`config.mk`:
```
export PLATFORM = sky130hd
export DESIGN_NAME = preg_merge_top
export DESIGN_NICKNAME = d
export VERILOG_FILES = /design/src/rtl/preg_pkg.sv /design/src/rtl/preg_state_file.sv /design/src/rtl/preg_merge_detect.sv /design/src/rtl/preg_read_fmt.sv /design/src/rtl/preg_stall_ctrl.sv /design/src/rtl/preg_merge_top.sv
export SDC_FILE = /design/constraint.sdc
export NUM_CORES = 2
export LEC_CHECK = 0
export ABC_AREA = 1
export BUFFER_PORTS_ARGS = -buffer_cell sky130_fd_sc_hd__buf_2
export CORE_ASPECT_RATIO = 0.5
export CORE_UTILIZATION = 47
export DETAILED_ROUTE_END_ITERATION = 10
export HOLD_SLACK_MARGIN = 0.15
export PLACE_DENSITY = 0.64
export SETUP_SLACK_MARGIN = 0.3
export SLEW_MARGIN = 20
export SYNTH_ARGS = -nofsm -noshare
export SYNTH_HDL_FRONTEND = slang
export SYNTH_SLANG_ARGS = --single-unit
```
`constraint.sdc`:
```
create_clock -name clk_i -period 3.05 [get_ports clk_i]
set_input_delay 0.61 -clock clk_i [delete_from_list [all_inputs] [get_ports clk_i]]
set_output_delay 0.61 -clock clk_i [all_outputs]
set_load 0.01 [all_outputs]
```
`src/rtl/preg_pkg.sv`:
```
package preg_pkg;

   localparam int unsigned XLEN = 64;

   typedef enum logic [2:0] {
      W_LO8 = 3'd0,
      W_HI8 = 3'd1,
      W_16  = 3'd2,
      W_32  = 3'd3,
      W_64  = 3'd4
   } width_e;

   typedef enum logic [1:0] {
      M_LEGACY    = 2'd0,
      M_MERGE_UOP = 2'd1,
      M_DIRECT    = 2'd2
   } mode_e;

   typedef struct packed {
      logic [XLEN-1:0] base;
      logic [15:0]     lo;
      logic [7:0]      hi;
      logic            lo8_p;
      logic            lo16_p;
      logic            hi8_p;
   } pstate_t;

   // Architectural value: full value overlaid with any waiting pieces.
   function automatic logic [XLEN-1:0] fold_state(pstate_t s);
      logic [XLEN-1:0] v;
      v = s.base;
      if (s.lo16_p)
         v[15:0] = s.lo;
      else if (s.lo8_p)
         v[7:0] = s.lo[7:0];
      if (s.hi8_p)
         v[15:8] = s.hi;
      return v;
   endfunction

   function automatic mode_e decode_mode(logic [1:0] m);
      mode_e r;
      case (m)
         2'd0:    r = M_LEGACY;
         2'd1:    r = M_MERGE_UOP;
         default: r = M_DIRECT;
      endcase
      return r;
   endfunction

endpackage

```
`src/rtl/preg_state_file.sv`:
```
module preg_state_file
   import preg_pkg::*;
#(
   parameter int unsigned NREGS = 8,
   parameter int unsigned IDX_W = 3
) (
   input  logic             clk_i,
   input  logic             rst_ni,
   input  logic             direct_i,
   input  logic             fold_en_i,
   input  logic [IDX_W-1:0] fold_idx_i,
   input  logic             wr_en_i,
   input  logic [IDX_W-1:0] wr_idx_i,
   input  width_e           wr_w_i,
   input  logic [XLEN-1:0]  wr_data_i,
   output pstate_t          st_o [NREGS]
);

   for (genvar g = 0; g < NREGS; g++) begin : g_reg
      pstate_t st_q;
      pstate_t nx;

      always_comb begin
         nx = st_q;
         // merge step for a read that needed it (happens before the write)
         if (fold_en_i && fold_idx_i == IDX_W'(g)) begin
            nx.base   = fold_state(st_q);
            nx.lo8_p  = 1'b0;
            nx.lo16_p = 1'b0;
            nx.hi8_p  = 1'b0;
         end
         if (wr_en_i && wr_idx_i == IDX_W'(g)) begin
            if (direct_i) begin
               case (wr_w_i)
                  W_LO8: nx.base[7:0]  = wr_data_i[7:0];
                  W_HI8: nx.base[15:8] = wr_data_i[7:0];
                  W_16:  nx.base[15:0] = wr_data_i[15:0];
                  W_32: begin
                     nx.base   = {32'b0, wr_data_i[31:0]};
                     nx.lo8_p  = 1'b0;
                     nx.lo16_p = 1'b0;
                     nx.hi8_p  = 1'b0;
                  end
                  default: begin
                     nx.base   = wr_data_i;
                     nx.lo8_p  = 1'b0;
                     nx.lo16_p = 1'b0;
                     nx.hi8_p  = 1'b0;
                  end
               endcase
            end else begin
               case (wr_w_i)
                  W_LO8: begin
                     nx.lo[7:0] = wr_data_i[7:0];
                     if (!nx.lo16_p)
                        nx.lo8_p = 1'b1;
                  end
                  W_HI8: begin
                     nx.hi    = wr_data_i[7:0];
                     nx.hi8_p = 1'b1;
                  end
                  W_16: begin
                     nx.lo     = wr_data_i[15:0];
                     nx.lo16_p = 1'b1;
                     nx.lo8_p  = 1'b0;
                     nx.hi8_p  = 1'b0;
                  end
                  W_32: begin
                     nx.base   = {32'b0, wr_data_i[31:0]};
                     nx.lo8_p  = 1'b0;
                     nx.lo16_p = 1'b0;
                     nx.hi8_p  = 1'b0;
                  end
                  default: begin
                     nx.base   = wr_data_i;
                     nx.lo8_p  = 1'b0;
                     nx.lo16_p = 1'b0;
                     nx.hi8_p  = 1'b0;
                  end
               endcase
            end
         end
      end

      always_ff @(posedge clk_i or negedge rst_ni) begin
         if (!rst_ni)
            st_q <= '0;
         else
            st_q <= nx;
      end

      assign st_o[g] = st_q;
   end

endmodule

```
`src/rtl/preg_merge_detect.sv`:
```
module preg_merge_detect
   import preg_pkg::*;
#(
   parameter int unsigned LEGACY_STALL   = 5,
   parameter int unsigned HI_EXTRA_STALL = 1,
   parameter int unsigned CNT_W          = 3
) (
   input  mode_e            mode_i,
   input  width_e           rd_w_i,
   input  logic             lo8_p_i,
   input  logic             lo16_p_i,
   input  logic             hi8_p_i,
   output logic             need_o,
   output logic [CNT_W-1:0] cost_o
);

   logic wide_rd;
   logic byte_piece;
   logic need_raw;

   assign wide_rd    = !(rd_w_i == W_LO8 || rd_w_i == W_HI8 || rd_w_i == W_16);
   assign byte_piece = lo8_p_i || hi8_p_i;
   assign need_raw   = ((rd_w_i == W_16) && byte_piece) ||
                       (wide_rd && (byte_piece || lo16_p_i));
   assign need_o     = need_raw && (mode_i != M_DIRECT);

   always_comb begin
      cost_o = '0;
      if (need_o) begin
         case (mode_i)
            M_LEGACY:    cost_o = CNT_W'(LEGACY_STALL);
            M_MERGE_UOP: cost_o = hi8_p_i ? CNT_W'(HI_EXTRA_STALL) : '0;
            default:     cost_o = '0;
         endcase
      end
   end

endmodule

```
`src/rtl/preg_read_fmt.sv`:
```
module preg_read_fmt
   import preg_pkg::*;
(
   input  pstate_t         src_i,
   input  width_e          rd_w_i,
   output logic [XLEN-1:0] value_o
);

   logic [XLEN-1:0] arch;

   assign arch = fold_state(src_i);

   always_comb begin
      case (rd_w_i)
         W_LO8:   value_o = XLEN'(arch[7:0]);
         W_HI8:   value_o = XLEN'(arch[15:8]);
         W_16:    value_o = XLEN'(arch[15:0]);
         W_32:    value_o = XLEN'(arch[31:0]);
         default: value_o = arch;
      endcase
   end

endmodule

```
`src/rtl/preg_stall_ctrl.sv`:
```
module preg_stall_ctrl
   import preg_pkg::*;
#(
   parameter int unsigned CNT_W = 3
) (
   input  logic             clk_i,
   input  logic             rst_ni,
   input  logic             accept_i,
   input  logic             need_i,
   input  logic             muop_i,
   input  logic [CNT_W-1:0] cost_i,
   input  logic [XLEN-1:0]  value_i,
   output logic             ready_o,
   output logic             stall_o,
   output logic             rd_valid_o,
   output logic [XLEN-1:0]  rd_data_o,
   output logic             merge_req_o
);

   logic [CNT_W-1:0] cnt_q;
   logic             vld_q;
   logic             mrg_q;
   logic [XLEN-1:0]  dat_q;

   always_ff @(posedge clk_i or negedge rst_ni) begin
      if (!rst_ni) begin
         cnt_q <= '0;
         vld_q <= 1'b0;
         mrg_q <= 1'b0;
         dat_q <= '0;
      end else begin
         mrg_q <= accept_i && need_i && muop_i;
         if (accept_i) begin
            dat_q <= value_i;
            cnt_q <= cost_i;
            vld_q <= (cost_i == '0);
         end else if (cnt_q != '0) begin
            cnt_q <= cnt_q - CNT_W'(1);
            vld_q <= (cnt_q == CNT_W'(1));
         end else begin
            vld_q <= 1'b0;
         end
      end
   end

   assign ready_o     = (cnt_q == '0);
   assign stall_o     = (cnt_q != '0);
   assign rd_valid_o  = vld_q;
   assign rd_data_o   = dat_q;
   assign merge_req_o = mrg_q;

endmodule

```
`src/rtl/preg_merge_top.sv`:
```
module preg_merge_top
   import preg_pkg::*;
#(
   parameter  int unsigned NREGS          = 8,
   parameter  int unsigned LEGACY_STALL   = 5,
   parameter  int unsigned HI_EXTRA_STALL = 1,
   localparam int unsigned IDX_W          = $clog2(NREGS)
) (
   input  logic             clk_i,
   input  logic             rst_ni,
   input  logic [1:0]       mode_i,
   input  logic             in_valid_i,
   input  logic [IDX_W-1:0] dst_idx_i,
   input  logic [2:0]       dst_w_i,
   input  logic [IDX_W-1:0] src_idx_i,
   input  logic [2:0]       src_w_i,
   input  logic [63:0]      wr_data_i,
   output logic             in_ready_o,
   output logic             stall_o,
   output logic             merge_req_o,
   output logic             rd_valid_o,
   output logic [63:0]      rd_data_o
);

   localparam int unsigned MAX_COST = (LEGACY_STALL > HI_EXTRA_STALL) ?
                                      LEGACY_STALL : HI_EXTRA_STALL;
   localparam int unsigned CNT_W    = $clog2(MAX_COST + 1);

   if (LEGACY_STALL < 5 || LEGACY_STALL > 6) begin : g_bad_legacy
      $error("LEGACY_STALL must be 5 or 6");
   end
   if (HI_EXTRA_STALL < 1 || HI_EXTRA_STALL > 4) begin : g_bad_hi
      $error("HI_EXTRA_STALL must be 1 to 4");
   end
   if (NREGS < 2 || (1 << IDX_W) != NREGS) begin : g_bad_nregs
      $error("NREGS must be a power of two, at least 2");
   end
   if (XLEN != 64) begin : g_bad_xlen
      $error("register width must be 64");
   end

   mode_e            mode_q;
   width_e           wr_w;
   width_e           rd_w;
   pstate_t          st [NREGS];
   pstate_t          src_st;
   logic             accept;
   logic             need;
   logic [CNT_W-1:0] cost;
   logic [XLEN-1:0]  rd_value;

   // policy captured only while reset is held
   always_ff @(posedge clk_i) begin
      if (!rst_ni)
         mode_q <= decode_mode(mode_i);
   end

   assign wr_w   = width_e'(dst_w_i);
   assign rd_w   = width_e'(src_w_i);
   assign src_st = st[src_idx_i];
   assign accept = in_valid_i && in_ready_o;

   preg_state_file #(
      .NREGS (NREGS),
      .IDX_W (IDX_W)
   ) u_state (
      .clk_i      (clk_i),
      .rst_ni     (rst_ni),
      .direct_i   (mode_q == M_DIRECT),
      .fold_en_i  (accept && need),
      .fold_idx_i (src_idx_i),
      .wr_en_i    (accept),
      .wr_idx_i   (dst_idx_i),
      .wr_w_i     (wr_w),
      .wr_data_i  (wr_data_i),
      .st_o       (st)
   );

   preg_merge_detect #(
      .LEGACY_STALL   (LEGACY_STALL),
      .HI_EXTRA_STALL (HI_EXTRA_STALL),
      .CNT_W          (CNT_W)
   ) u_detect (
      .mode_i   (mode_q),
      .rd_w_i   (rd_w),
      .lo8_p_i  (src_st.lo8_p),
      .lo16_p_i (src_st.lo16_p),
      .hi8_p_i  (src_st.hi8_p),
      .need_o   (need),
      .cost_o   (cost)
   );

   preg_read_fmt u_fmt (
      .src_i   (src_st),
      .rd_w_i  (rd_w),
      .value_o (rd_value)
   );

   preg_stall_ctrl #(
      .CNT_W (CNT_W)
   ) u_ctrl (
      .clk_i       (clk_i),
      .rst_ni      (rst_ni),
      .accept_i    (accept),
      .need_i      (need),
      .muop_i      (mode_q == M_MERGE_UOP),
      .cost_i      (cost),
      .value_i     (rd_value),
      .ready_o     (in_ready_o),
      .stall_o     (stall_o),
      .rd_valid_o  (rd_valid_o),
      .rd_data_o   (rd_data_o),
      .merge_req_o (merge_req_o)
   );

endmodule

```
==> results.json <==
{
  "drt-initial-drc-count": 4157,
  "viasPerCell": 5.91,
  "leakage_nw": 20.1,
  "setup_viol": 0,
  "holdPathStages": 3,
  "crit_chain": "inv_1 > nor2_1 > nor2_1 > inv_1 > nand2_1 > buf_4 > nor2_1 > nand2_1 > nand2_1",
  "slew_viol_final": 0,
  "r2r_setup_slack_ns": 0.35,
  "grt_pass1_vias": 33223,
  "syn_avg_cell_area_um2": 8.14,
  "ys_types": 52,
  "wirelength_um": 138000,
  "ctsRootBufferMaster": "clkbuf_16",
  "dieArea_um2": 82200,
  "cp_max_fo": 8,
  "rr_startpoint": "mode_q[1]",
  "skew_ns": 0.0187,
  "syn_nets": 4759,
  "critPathCaptureType": "flip-flop",
  "hp-start": "wr_data_i[7]",
  "synth_cells": 4675,
  "post-route-period-util_pct": 88.6,
  "antenna_found_initial": 3,
  "worstReg2RegEnd": "u_state.st_o[396]",
  "async_flop_share_pct": 99.7,
  "cts_tree": "yes",
  "crit_arrival_ns": 3.30,
  "nFillCells": 7453,
  "start_util_pct": 47.7,
  "relSlewSlack_pct": 19.0,
  "drc": 0,
  "rsz0062_at_grt": "false",
  "numPortBuffers": 148,
  "synth_warnings": 0,
  "rows": 73,
  "cts_num_sinks": 799,
  "cts_buffers": 75,
  "cap_violations": 0,
  "cts.reportedPaths.clkPinSlew_ns": 0.07,
  "grt_max_degree": 97,
  "gp_congestion": 0.983,
  "worst_slack_ns": 0.346,
  "detail_route.wl_per_cell_um": 23.3,
  "synth_edf_count": 2,
  "grt_pass1_wl_um": 209000,
  "cts_setup_buffers": 0,
  "crit_type": "reg -> reg",
  "hpwl_um": 91400,
  "htree_num_levels": 3,
  "vdd_drop_max_mv": 0.414,
  "max_freq_ghz": 0.370,
  "ios": 149,
  "gr-total-overflow": 0,
  "crit_path_max_incr_delay_ns": 0.91,
  "synthToLayoutAreaGrowth_pct": 13.6,
  "setup_tns_ns": 0,
  "tightestPinTransition_ns": 1.21,
  "firstDrtPassIters": 8,
  "path_buf_inv": 3,
  "power_density_nw_per_um2": 795,
  "final_common_cell": "nand2_1",
  "cpMaxStageDelayCell": "nor2_1",
  "critical_path.top_delay_family": "simple AND/OR/NAND/NOR gates",
  "worstHoldPathType": "in -> reg",
  "clock_latency_ns": 0.67,
  "layout-drive-gt1-share_pct": 11.0,
  "core_area_um2": 79700,
  "die_width_um": 404,
  "place_ws_ns": 0.122,
  "synth_flop_cell": "dfrtp_1",
  "ys_ff_latch": 799,
  "status": "finished clean",
  "hold_end": "u_state.st_o[18]",
  "fin_nets": 4876,
  "ant_nets": 0,
  "via_count": 35072,
  "r2r_cells": 9,
  "crit_path_start_kind": "flip-flop",
  "cts.path.max_buffers": 3,
  "fin_crit_ns": 2.70,
  "die_h_um": 203,
  "hold_violations": 0,
  "grt_usage_pct": 33.6,
  "seq_area_frac_synth_pct": 52.6,
  "required_ns": 3.65,
  "final_cell_mix": "1,464 x nand2_1, 851 x o21ai_0, 797 x dfrtp_1",
  "syn-cell-area_um2": 38000
}
metal layers:
metal / share of wire [%] / routed length [um] / global-route usage [%] / up-vias
met5: 0 / 0 / 0 / -
met4: 3.8 / 5280 / 12.5 / 0
met3: 8.3 / 11400 / 6.16 / 308
met2: 45 / 61700 / 51.5 / 1705
met1: 43 / 59700 / 47.7 / 17191
li1: - / - / - / 15868
what timing repair did:
action	4_1_cts	5_1_grt
hold buffers	2	0
hold endpoints to repair	38	0
setup endpoints to repair	0	85
resized for setup	0	5
worst min-delay path: cells and delay by family:
kind / cells / cell delay [ns]
AO/OA/AOI/OAI: 1 / 0.06
AND/OR/NAND/NOR: 1 / 0.05
buffers and inverters: 1 / 0.10
power by group:
part / switching, mW / internal [mW]
sequential: 2.03 / 14.0
combinational: 5.23 / 3.32
clock: 4.38 / 5.44
per-stage QoR:
stage / instance area (um2) / util [%] / total power, mW / hold WS, ns / instances
6_report: 43200 / 54.2 / 34.3 / 0.189 / 5937
5_1_grt: 43200 / 54.2 / 36.2 / 0.182 / 5937
4_1_cts: 43200 / 54.2 / 34.3 / 0.163 / 5936
3_5_place_dp: 40700 / 51.0 / 24.5 / 0.464 / 5800
3_3_place_gp: 40700 / 51.0 / 24.2 / 0.458 / 5800
2_1_floorplan: 38000 / - / 21.1 / 0.314 / 4675
worst max path at each step:
stage	startpoint	to	slack (ns)	cells after the start
finish	mode_q[1]	u_state.st_o[396]	0.35	9
CTS	u_ctrl.cnt_q[0]	u_state.st_o[724]	0.39	13
global placement	src_idx_i[1]	u_ctrl.rd_data_o[4]	0.11	13
floorplan	src_idx_i[0]	u_state.st_o[484]	0.81	18
global route	u_ctrl.cnt_q[0]	u_state.st_o[390]	0.32	12
detailed placement	src_idx_i[0]	u_ctrl.rd_data_o[4]	0.12	15
cells in the mapped netlist (32+ instances only):
master    count  share of area [%]
o21ai_1      45               0.59
o22ai_1     193                3.2
inv_1       326                3.2
clkbuf_1    215                2.1
dfrtp_1     797                 52
buf_2        51               0.67
a21oi_1      63               0.83
nand3b_1     42               0.83
nand4_1      32               0.53
nand3_1     204                2.7
o21bai_1     48               0.95
nor2_1       82               0.81
nand2_1    1469                 14
o21ai_0     851                 11
a32o_1       36               0.95
flip-flops by register name (all words and copies together) (netlist names):
signal              count
u_ctrl.merge_req_o      1
mode_q                  2
u_state.st_o          728
u_ctrl.cnt_q            3
u_ctrl.rd_data_o       64
u_ctrl.rd_valid_o       1
logic make-up after synthesis:
family / share of synthesized area (%)
AOI/OAI and AO/OA: 19.8
buffers and inverters: 6.78
DFF: 52.6
and+or+nand+nor: 20.7
adders and majority gates: 0.0987
xor gates and xnor gates: 0.0230
layout make-up:
cell class | instances | area, um2 | area share (%)
sequential | 799 | 20000 | 46.3
multi-input combinational | 3229 | 15500 | 35.9
timing repair buffer | 331 | 2500 | 5.78
clock buffer | 110 | 2150 | 4.97
tap | 1087 | 1360 | 3.15
inverter | 356 | 1350 | 3.12
clock inverter | 24 | 332 | 0.767
antenna | 1 | 2.50 | 0.00579
No activity file was read; power rests on OpenSTA's default activity.
